===== src/rtl/trl_pkg.sv =====
package trl_pkg;

   typedef enum logic [1:0] {
      ACT_HOLD  = 2'd0,
      ACT_TRAP  = 2'd1,
      ACT_RET   = 2'd2,
      ACT_WRITE = 2'd3
   } mode_act_e;

   function automatic mode_act_e pick_action(input logic trap, input logic ret,
                                             input logic wr_ok);
      if (trap)       return ACT_TRAP;
      else if (ret)   return ACT_RET;
      else if (wr_ok) return ACT_WRITE;
      else            return ACT_HOLD;
   endfunction

endpackage


===== src/rtl/trl_mode_ctrl.sv =====
module trl_mode_ctrl
   import trl_pkg::*;
#(
   parameter bit SUPERVISOR = 1'b0
) (
   input  logic clk,
   input  logic rst_n,
   input  logic trap_req,
   input  logic rti_req,
   input  logic mode_wr,
   input  logic mode_val,
   input  logic xtr_req,
   output logic t_q,
   output logic shadow_q,
   output logic swap_ok,
   output logic viol_q
);

   logic      gated;
   logic      viol_d;
   mode_act_e act;

   generate
      if (SUPERVISOR) begin : g_sup
         assign gated  = t_q;
         assign viol_d = t_q & (xtr_req | mode_wr);
      end else begin : g_open
         assign gated  = 1'b0;
         assign viol_d = 1'b0;
      end
   endgenerate

   assign swap_ok = xtr_req & ~gated;
   assign act     = pick_action(trap_req, rti_req, mode_wr & ~gated);

   always_ff @(posedge clk or negedge rst_n) begin
      if (!rst_n) begin
         t_q      <= 1'b0;
         shadow_q <= 1'b0;
         viol_q   <= 1'b0;
      end else begin
         viol_q <= viol_d;
         unique case (act)
            ACT_TRAP: begin
               shadow_q <= t_q;
               t_q      <= 1'b0;
            end
            ACT_RET:   t_q <= shadow_q;
            ACT_WRITE: t_q <= mode_val;
            default:   t_q <= t_q;
         endcase
      end
   end

endmodule


===== src/rtl/trl_base_reg.sv =====
module trl_base_reg #(
   parameter int ADDR_W = 32
) (
   input  logic              clk,
   input  logic              rst_n,
   input  logic              swap_en,
   input  logic [ADDR_W-1:0] wdata,
   output logic [ADDR_W-1:0] base_q
);

   always_ff @(posedge clk or negedge rst_n) begin
      if (!rst_n)       base_q <= '0;
      else if (swap_en) base_q <= wdata;
   end

endmodule


===== src/rtl/trl_xlate.sv =====
module trl_xlate #(
   parameter int ADDR_W       = 32,
   parameter bit UPPER_BYPASS = 1'b0
) (
   input  logic              t_on,
   input  logic [ADDR_W-1:0] base,
   input  logic              req_in,
   input  logic [ADDR_W-1:0] addr_in,
   output logic              req_out,
   output logic [ADDR_W-1:0] addr_out
);

   localparam int TOP = ADDR_W - 1;

   logic              use_base;
   logic [ADDR_W-1:0] sum;

   generate
      if (UPPER_BYPASS) begin : g_split
         assign use_base = t_on & ~addr_in[TOP];
      end else begin : g_full
         assign use_base = t_on;
      end
   endgenerate

   assign sum      = addr_in + base;
   assign addr_out = use_base ? sum : addr_in;
   assign req_out  = req_in;

endmodule


===== src/rtl/task_reloc_unit.sv =====
module task_reloc_unit #(
   parameter int ADDR_W       = 32,
   parameter bit UPPER_BYPASS = 1'b0,
   parameter bit SUPERVISOR   = 1'b0
) (
   input  logic              clk,
   input  logic              rst_n,
   input  logic              acc_req,
   input  logic [ADDR_W-1:0] log_addr,
   output logic              phys_req,
   output logic [ADDR_W-1:0] phys_addr,
   input  logic              xtr_req,
   input  logic [ADDR_W-1:0] xtr_wdata,
   output logic [ADDR_W-1:0] xtr_rdata,
   input  logic              trap_req,
   input  logic              rti_req,
   input  logic              mode_wr,
   input  logic              mode_val,
   output logic              t_mode,
   output logic              priv_viol
);

   generate
      if (ADDR_W < 2) begin : g_bad_width
         $error("task_reloc_unit: ADDR_W must be at least 2");
      end
   endgenerate

   logic              t_shadow;
   logic              swap_ok;
   logic [ADDR_W-1:0] base_q;

   trl_mode_ctrl #(.SUPERVISOR(SUPERVISOR)) u_mode (
      .clk      (clk),
      .rst_n    (rst_n),
      .trap_req (trap_req),
      .rti_req  (rti_req),
      .mode_wr  (mode_wr),
      .mode_val (mode_val),
      .xtr_req  (xtr_req),
      .t_q      (t_mode),
      .shadow_q (t_shadow),
      .swap_ok  (swap_ok),
      .viol_q   (priv_viol)
   );

   trl_base_reg #(.ADDR_W(ADDR_W)) u_base (
      .clk     (clk),
      .rst_n   (rst_n),
      .swap_en (swap_ok),
      .wdata   (xtr_wdata),
      .base_q  (base_q)
   );

   trl_xlate #(.ADDR_W(ADDR_W), .UPPER_BYPASS(UPPER_BYPASS)) u_xlate (
      .t_on     (t_mode),
      .base     (base_q),
      .req_in   (acc_req),
      .addr_in  (log_addr),
      .req_out  (phys_req),
      .addr_out (phys_addr)
   );

   assign xtr_rdata = base_q;

endmodule


===== config.mk =====
export PLATFORM = sky130hd
export DESIGN_NAME = task_reloc_unit
export DESIGN_NICKNAME = d
export VERILOG_FILES = /design/src/rtl/trl_pkg.sv /design/src/rtl/trl_mode_ctrl.sv /design/src/rtl/trl_base_reg.sv /design/src/rtl/trl_xlate.sv /design/src/rtl/task_reloc_unit.sv
export SDC_FILE = /design/constraint.sdc
export NUM_CORES = 1
export LEC_CHECK = 0
export BUFFER_PORTS_ARGS = -buffer_cell sky130_fd_sc_hd__clkbuf_2
export CORE_MARGIN = 5
export CORE_UTILIZATION = 53
export CTS_CLUSTER_SIZE = 40
export DETAILED_ROUTE_END_ITERATION = 8
export PLACE_DENSITY = 0.95
export SYNTH_ARGS = -nofsm -noshare
export SYNTH_HDL_FRONTEND = slang
export SYNTH_SLANG_ARGS = --single-unit

===== constraint.sdc =====
create_clock -name clk -period 4.4 [get_ports clk]
set_clock_uncertainty 0.05 [all_clocks]
set_input_delay 0 -clock clk [delete_from_list [all_inputs] [get_ports clk]]
set_output_delay 0 -clock clk [all_outputs]
set_load 0.01 [all_outputs]

## After elaboration in Yosys (flattened, before gate mapping)

Cells that the tools add are included.

| operators by class | value |
|---|---|
| add/sub/neg operators | 1 |
| equality and inequality tests | 3 |
| muxes and demuxes | 5 |
| reduce and logical (&&, ||, !) cells | 1 |

Operators with widths:

| kind | count |
|---|---|
| adder 32 bit | 1 |
| 2-to-1 mux 32 bit | 1 |
| 2-to-1 mux 2 bit | 3 |
| == test 2 bit, second input constant | 2 |
| one-hot mux 1 bit (3 select lines) | 1 |
| nonzero test 3 bit | 1 |
| == test 2 x 1 -> 1 bit, second input constant | 1 |

| storage, ports and cells | value |
|---|---|
| register bits | 34 |
| bits of input ports | 72 |
| output and inout port bits | 67 |
| word-level logic and storage cells | 13 |

## Longest topological paths before layout

Gate-level depths: netlist (run 1).

| depth | value |
|---|---|
| word-level depth | 5 |
| gate-level depth with buffers | 11 |
| gate-level depth less buffers | 11 |

## Cells and area by module

A second synthesis (run 1) with hierarchy kept.

| unflattened totals | value |
|---|---|
| cell total of the unflattened synthesis | 363 |
| area total of the unflattened synthesis | 3565.9 um2 |

By module, submodules not included:

| module | times used | cells each | area each (um2) | seq. area each (um2) |
|---|---|---|---|---|
| trl_xlate | 1 | 285 | 2108.3 | 0.0 |
| trl_base_reg | 1 | 68 | 1345.0 | 800.8 |
| trl_mode_ctrl | 1 | 10 | 112.6 | 50.0 |

## Least setup slack after synthesis (run 1)

No wires, ideal clock.

| path | value |
|---|---|
| kind | reg2out |
| start point | reg u_base.base_q[0] |
| end point | out phys_addr[26] |
| data arrival time | 2.694 ns |
| data required time | 4.350 ns |
| path slack | 1.656 ns |
| cell stages (with the launch flop) | 12 |
| buffers on the path | 0 |
| cells stage by stage | dfrtp_1 ha_1 fa_1 a211oi_2 nor3b_2 nor3b_1 o31ai_1 a21oi_2 o21ai_2 a311oi_1 xnor2_1 mux2_2 |

| on the way | value |
|---|---|
| cells in the longest elaborated chain, start to end | 2 |

RTL lines:

| item | line | source |
|---|---|---|
| start, declared | trl_base_reg.sv:8 | `output logic [ADDR_W-1:0] base_q` |
| start signal, assigned | trl_base_reg.sv:13 | `else if (swap_en) base_q <= wdata;` |
| adder 32 bit | trl_xlate.sv:26 | `assign sum = addr_in + base;` |
| 2-to-1 mux 32 bit | trl_xlate.sv:27 | `assign addr_out = use_base ? sum : addr_in;` |
| end, declared | task_reloc_unit.sv:11 | `output logic [ADDR_W-1:0] phys_addr,` |

No other way between the ends.

## Worst setup path after layout (run 1)

Ends and elaborated chain as after synthesis.

==> metrics.txt, run 1 <==
deepest clock path buffer count=2; post-synthesis simple-gate area fraction=0.1112; gr usage total=0.2531; Peak Freq=about 300 MHz; Via Count=about 3400; EDFF count, synth=0; Tcrit/Tclk final=0.7731; Synth top area share=0.2598; vias in the first global route=between 3000 and 4000; Synth cell types=44; Final ANT Viol Nets=0; Max-Cap Viols=0; WS Path Type=flop to output port; Gate Count Post-Synth=about 350; wire per inst=16.71 um; CP Capture Type=output port; main area contributors after synthesis=dfrtp_1 (26%), mux2_2 (21%), ha_1 (12%), xnor2_1 (5.3%), a21oi_1 (5.2%); RSZ-0062 raised after global routing=no; initial antenna violation count=0; GRT overflow=0; initial drt markers=approximately 110; final hold violations=0; Ports=139; detailed-route DRC error count=0; Async S/R FF share, synth=1.000; Pleak=around 2.2 nW; Layout Utilization=0.7468; most common cell after layout, fill and taps aside=clkbuf_2; Critical Path Source Type=flop; Final Max Tran Viols=0; xor/xnor share of the synthesized area=0.07222; minimum clock period=3.402 ns; area growth from synthesis to layout=35.84%; setup TNS=0 ns; Die Y=approximately 89 um; mux contribution to synthesized area=0.2155; clock tree sinks=34; CTS root buf=clkbuf_8; Syn Area/Cell=roughly 9.4 um2; Peak VDD IR=around 0.19 mV; Seq/Total Area, Yosys=0.2598; final RePlAce weighted congestion=approximately 0.87; Warnings, synthesis=0; post-synthesis adder-cell area fraction=0.1246; Top FF cell, synth=dfrtp_1; reg-to-reg slack, setup=roughly 2.4 ns; Tightest Pin Transition=between 0.9 and 1 ns; post-DP HPWL=between 7000 and 8000 um; post-synth top area cell=dfrtp_1; total core area=approximately 6000 um2; final WL=roughly 9800 um; most frequent cells in the layout=clkbuf_2 (135), mux2_2 (60), dlygate4sd3_1 (36); Nets=between 600 and 700; Mapped Area=between 3000 and 4000 um2; FILL cells=roughly 420; CTS tree=yes; Yosys reg bits=34; largest net degree at the start of global routing=35; drt pass-1 iters=4; Row Count=28; first-pass GRT wire length=between 15000 and 20000 um; post-synthesis compound-gate area fraction=0.1869; htree depth=2; Syn Nets=approximately 450; die area=slightly below 8000 um2; power per cell area=approximately 290 nW/um2; Vias/cell=approximately 5.8; Initial Util=0.5498; Skew-Pair Late Insertion Delay=0.29 ns; dpl cells=~540; Post-CTS Setup Bufs=0; port buffer count=approximately 140; HP Class=input port to output port; Final setup viols=0; crit path DAT=around 3.4 ns; Chip Width=between 80 and 90 um; status=complete, no violations; worst-path fanout max=3; main combinational cell family by area after synthesis=multiplexers; layout cell share with drive strength beyond 1=0.4176; clock buffer count from CTS=5; clock-pin slew on the worst setup and hold paths=0.07 ns; Req. time, crit path=between 4 and 5 ns; Finished Layout Cells=approximately 590; Slew HR=0.3793
## cell type report
type	count	area, um2	share of cell area
Clock buffer	5	68.82	0.01547
Multi-Input combinational cell	291	2330	0.5238
Antenna cell	1	2.502	0.0005626
Timing Repair Buffer	172	1044	0.2346
Sequential cell	34	850.8	0.1913
Clock inverter	3	40.04	0.009001
Inverter	5	18.77	0.004219
Tap cell	75	93.84	0.02110
## routing by layer
metal,vias to the layer above,routed length (um),track usage,part of all wire
met1,1567,3618,0.2734,0.37
met3,36,663,0.05214,0.068
met2,143,5242,0.4840,0.54
li1,1627,-,-,-
met4,0,269,0.08791,0.027
met5,-,0,0,0
## power breakdown
group / internal, mW / leakage, nW / switching (mW) / total, mW
clock network: 0.167 / 0.0579 / 0.128 / 0.295
registers: 0.343 / 0.401 / 0.0298 / 0.373
logic: 0.291 / 1.72 / 0.320 / 0.611
## final timing paths
path / startpoint / end / cells after the start
min: log_addr[31] / phys_addr[31] / 3
max reg2reg: u_mode.t_q / u_mode.t_q / 5
max in group asynchronous: rst_n / u_base.base_q[3] / 2
min reg2reg: u_mode.shadow_q / u_mode.shadow_q / 1
min in group asynchronous: rst_n / u_base.base_q[25] / 2
max: u_base.base_q[0] / phys_addr[26] / 12
## stage by stage
step	setup WS, ns	area (um2)	power [mW]	hold slack [ns]
floorplan	1.656	3274	0.7765	-0.3456
global placement	1.410	3976	0.9304	-0.04993
detailed placement	1.345	3976	0.9535	-0.04993
CTS	1.023	4446	1.276	0.2098
global route	0.7304	4446	1.366	0.2343
finish	0.9982	4448	1.279	0.2064
## state kept, by name, indices dropped and copies added, names as in the netlist
| register | count |
|---|---|
| u_mode.t_q | 1 |
| u_base.base_q | 32 |
| u_mode.shadow_q | 1 |
## cell families (layout without fill, tap and decap cells)
group | after synthesis | in the layout
compound gates | 96 | 96
xor+xnor | 27 | 27
flops | 34 | 34
simple gates | 72 | 72
buf+inv | 23 | 185
fa+ha+maj | 32 | 32
mux | 63 | 63
other cells | 1 | 2
## cells in the mapped netlist, drive strengths merged (2+ instances only)
cell / instances
nand3: 11
ha: 31
a21oi: 36
a211oi: 4
nor3: 4
nand2b: 2
a31o: 2
xor2: 7
nand2: 21
o21ai: 16
xnor2: 20
nor3b: 4
clkbuf: 13
nor2: 13
a31oi: 7
mux2i: 3
nand4: 6
dfrtp: 34
o211ai: 4
mux2: 60
o31a: 2
inv: 5
a21o: 15
buf: 5
and3: 5
o21bai: 5
## critical path, cell delays in order, from the launching register on
cell	delay [ns]
dfrtp_1	0.40
ha_1	0.22
fa_1	0.44
a211oi_2	0.27
nor3b_2	0.09
nor3b_1	0.32
o31ai_1	0.17
a21oi_2	0.24
o21ai_2	0.11
a311oi_1	0.32
xnor2_1	0.09
mux2_2	0.26
clkbuf_2	0.13
## what timing repair did
| item | in CTS | in global routing |
|---|---|---|
| hold endpoints to repair | 69 | 0 |
| hold buffers | 36 | 0 |
| resized for setup | 0 | 0 |
(Power assumes the default switching activity.)
==> inputs of run 2 (changes only) <==
Settings changed: CORE_UTILIZATION 53 to 44, PLACE_DENSITY 0.95 to 0.9.
Clock period 4.4 ns to 2.9 ns, I/O delays scaled along.
==> metrics.txt, run 2 (synthesis gave the netlist of run 1 again) <==
layout cell share with drive strength beyond 1=0.5258 (+0.1082); area growth from synthesis to layout=53.95%; Tightest Pin Transition=0.9372 ns (+0.006172 ns); Die Y=96.27 um (+8.7%); power per cell area=417.9 nW/um2 (+45%); vias in the first global route=3710 (+5.2%); CTS root buf=clkbuf_8; drt pass-1 iters=4 (unchanged); WS Path Type=flop to output port; minimum clock period=3.149 ns; Initial Util=0.4514 (-0.09835); Nets=647 (+5.5%); deepest clock path buffer count=2 (unchanged); Final Max Tran Viols=0 (unchanged); worst-path fanout max=2 (-1); clock tree sinks=34 (unchanged); GRT overflow=0 (unchanged); total core area=7253 um2 (+22%); Critical Path Source Type=flop; met2 global-route usage=0.4445 (-0.03952); reg-to-reg slack, setup=1.13 ns (-1.31 ns); Combinational Power Share=0.558 (+0.080); Sw Ratio=0.3845 (+0.01069); initial antenna violation count=0 (unchanged); FILL cells=566 (+34%); port buffer count=135 (unchanged); Cell Area, Placed=4074 um2 (+2.5%); CTS tree=yes; Row Count=31 (+11%); first-pass GRT wire length=16920 um (+7.0%); clock buffer count from CTS=5 (unchanged); Slowest-stage cell, CP=dfrtp_1; final hold violations=0 (unchanged); clock power share=0.173 (-0.058); worst r2r src=u_mode.t_q; clock-pin slew on the worst setup and hold paths=0.06 ns (about the same); most common cell after layout, fill and taps aside=clkbuf_2; worst setup path end=phys_addr[26]; Via Count=3542 (+5.0%); htree depth=2 (unchanged); Tot Pwr=2.107 mW (+65%); Skew-Pair Late Insertion Delay=0.29 ns (about the same); gr usage total=0.2333 (-0.01977); crit path from=u_base.base_q[0]; die area=9267 um2 (+18%); most frequent cells in the layout=clkbuf_2 (130), mux2_2 (57), dlygate4sd3_1 (36); detailed-route DRC error count=0 (unchanged); RSZ-0062 raised after global routing=yes; final RePlAce weighted congestion=0.7887 (-9.4%); largest reg by FF count=u_base.base_q; Slew HR=0.3752 (-0.004115); Vias/cell=5.526 (-4.0%); Cell Int Power=1.297 mW (+62%); Chip Width=96.27 um (+8.7%); Req. time, crit path=2.85 ns (-1.50 ns); switching pwr=0.8099 mW (+69%); post-route setup slack=-0.2486 ns (-1.247 ns); Final ANT Viol Nets=0 (unchanged); share of power burned in registers=0.269 (-0.022); failing checks=negative setup slack; r2r endpoint=u_mode.t_q; ant diodes=0 (-1); M1 GR Usage=0.2474 (-0.02604); Ports=139 (unchanged); final WL=11140 um (+14%); Largest regs=u_base.base_q x32, u_mode.shadow_q x1, u_mode.t_q x1; status=finished with violations; Max-Cap Viols=0 (unchanged); Tcrit/Tclk final=1.086; R2R depth=6 (+1); Pleak=2.382 nW (+9.4%); post-DP HPWL=7371 um (+0.96%); Most Crowded Layer GR=met2; Peak VDD IR=0.2662 mV (+39%); initial drt markers=132 (+25%); CP Capture Type=output port; crit path DAT=3.10 ns (-0.25 ns); max FFs per register=32 (unchanged); HP Class=input port to output port; Peak Freq=about 320 MHz; met3 track demand over resource=0.04848 (-0.003666); crit path cell chain=ha_4 -> fa_2 -> a211oi_4 -> nor3b_4 -> nor3b_2 -> o31ai_2 -> a21oi_2 -> o21ai_2 -> a311oi_2 -> xnor2_1 -> mux2_4 -> clkbuf_2; largest net degree at the start of global routing=35 (unchanged); Final setup viols=8 (+8); crit-path max cell delay=0.43 ns (about the same); wire per inst=17.38 um (+4.0%); final instance area=5041 um2 (+13%)
==> run 2: cell types whose count changed in the layout (fill, tap and decap cells not counted), moves of 5 or more <==
cell,before,now
o21ai_0,14,9
clkbuf_2,135,130
ha_1,31,19
a21oi_1,34,27
buf_4,1,34
ha_4,0,8
==> run 2: cell type report <==
class | instances | area (um2) | area share
Clock buffer | 6 | 82.58 | 0.01638
Sequential cell | 34 | 852.1 | 0.1690
Inverter | 5 | 18.77 | 0.003723
Tap cell | 99 | 123.9 | 0.02457
Timing Repair Buffer | 206 | 1315 | 0.2609
Multi-Input combinational cell | 291 | 2649 | 0.5254
==> run 2: how the worst min path moves through the flow <==
stage | end | slack (ns) | from | depth (start not counted)
floorplan | u_base.base_q[0] | -0.35 | rst_n | 0
global placement | phys_req | -0.05 | acc_req | 0
detailed placement | phys_req | -0.05 | acc_req | 0
CTS | phys_addr[31] | 0.21 | log_addr[31] | 3
global route | phys_addr[31] | 0.23 | log_addr[31] | 3
finish | phys_addr[31] | 0.22 | log_addr[31] | 3
==> run 2: metrics by stage <==
stage                     hold slack, ns  std cells  setup slack [ns]  setup TNS [ns]  utilization
after floorplan                  -0.3456        348            0.1563               0            -
after global placement          -0.04975        574          -0.07185        -0.07185       0.5617
after detailed placement        -0.04975        574           -0.1400         -0.1420       0.5617
after CTS                         0.2124        629           -0.2128         -0.8851       0.6629
after global routing              0.2296        641           -0.4089          -2.032       0.6950
final                             0.2160        641           -0.2486         -0.8104       0.6950
==> run 2: power groups by stage <==
stage | clock network, mW | registers (mW) | logic, mW
2_1_floorplan | 0 | 0.584 | 0.594
3_3_place_gp | 0 | 0.567 | 0.877
3_5_place_dp | 0 | 0.572 | 0.903
4_1_cts | 0.375 | 0.566 | 1.05
5_1_grt | 0.396 | 0.574 | 1.27
6_report | 0.364 | 0.567 | 1.18
==> run 2: per-layer routing <==
layer / share of wire / routed length [um]
met5: 0 / 0
met2: 0.54 / 5988
met3: 0.063 / 703
met1: 0.37 / 4067
met4: 0.034 / 380
==> run 2: critical path, delay by kind of cell, from the launching register on <==
kind / cells / cell delay [ns]
AO/OA/AOI/OAI: 5 / 1.00
XOR/XNOR: 1 / 0.12
adder cells (fa/ha/maj): 2 / 0.55
buffers and inverters: 1 / 0.13
flip-flops: 1 / 0.43
multiplexers: 1 / 0.26
AND/OR/NAND/NOR: 2 / 0.33
==> run 2: timing repair <==
item	CTS	global route
hold buffers	36	0
setup endpoints to repair	14	15
buffers inserted	14	13
pin swaps	18	17
endpoints found under the hold margin	69	0
gates resized for setup	33	37
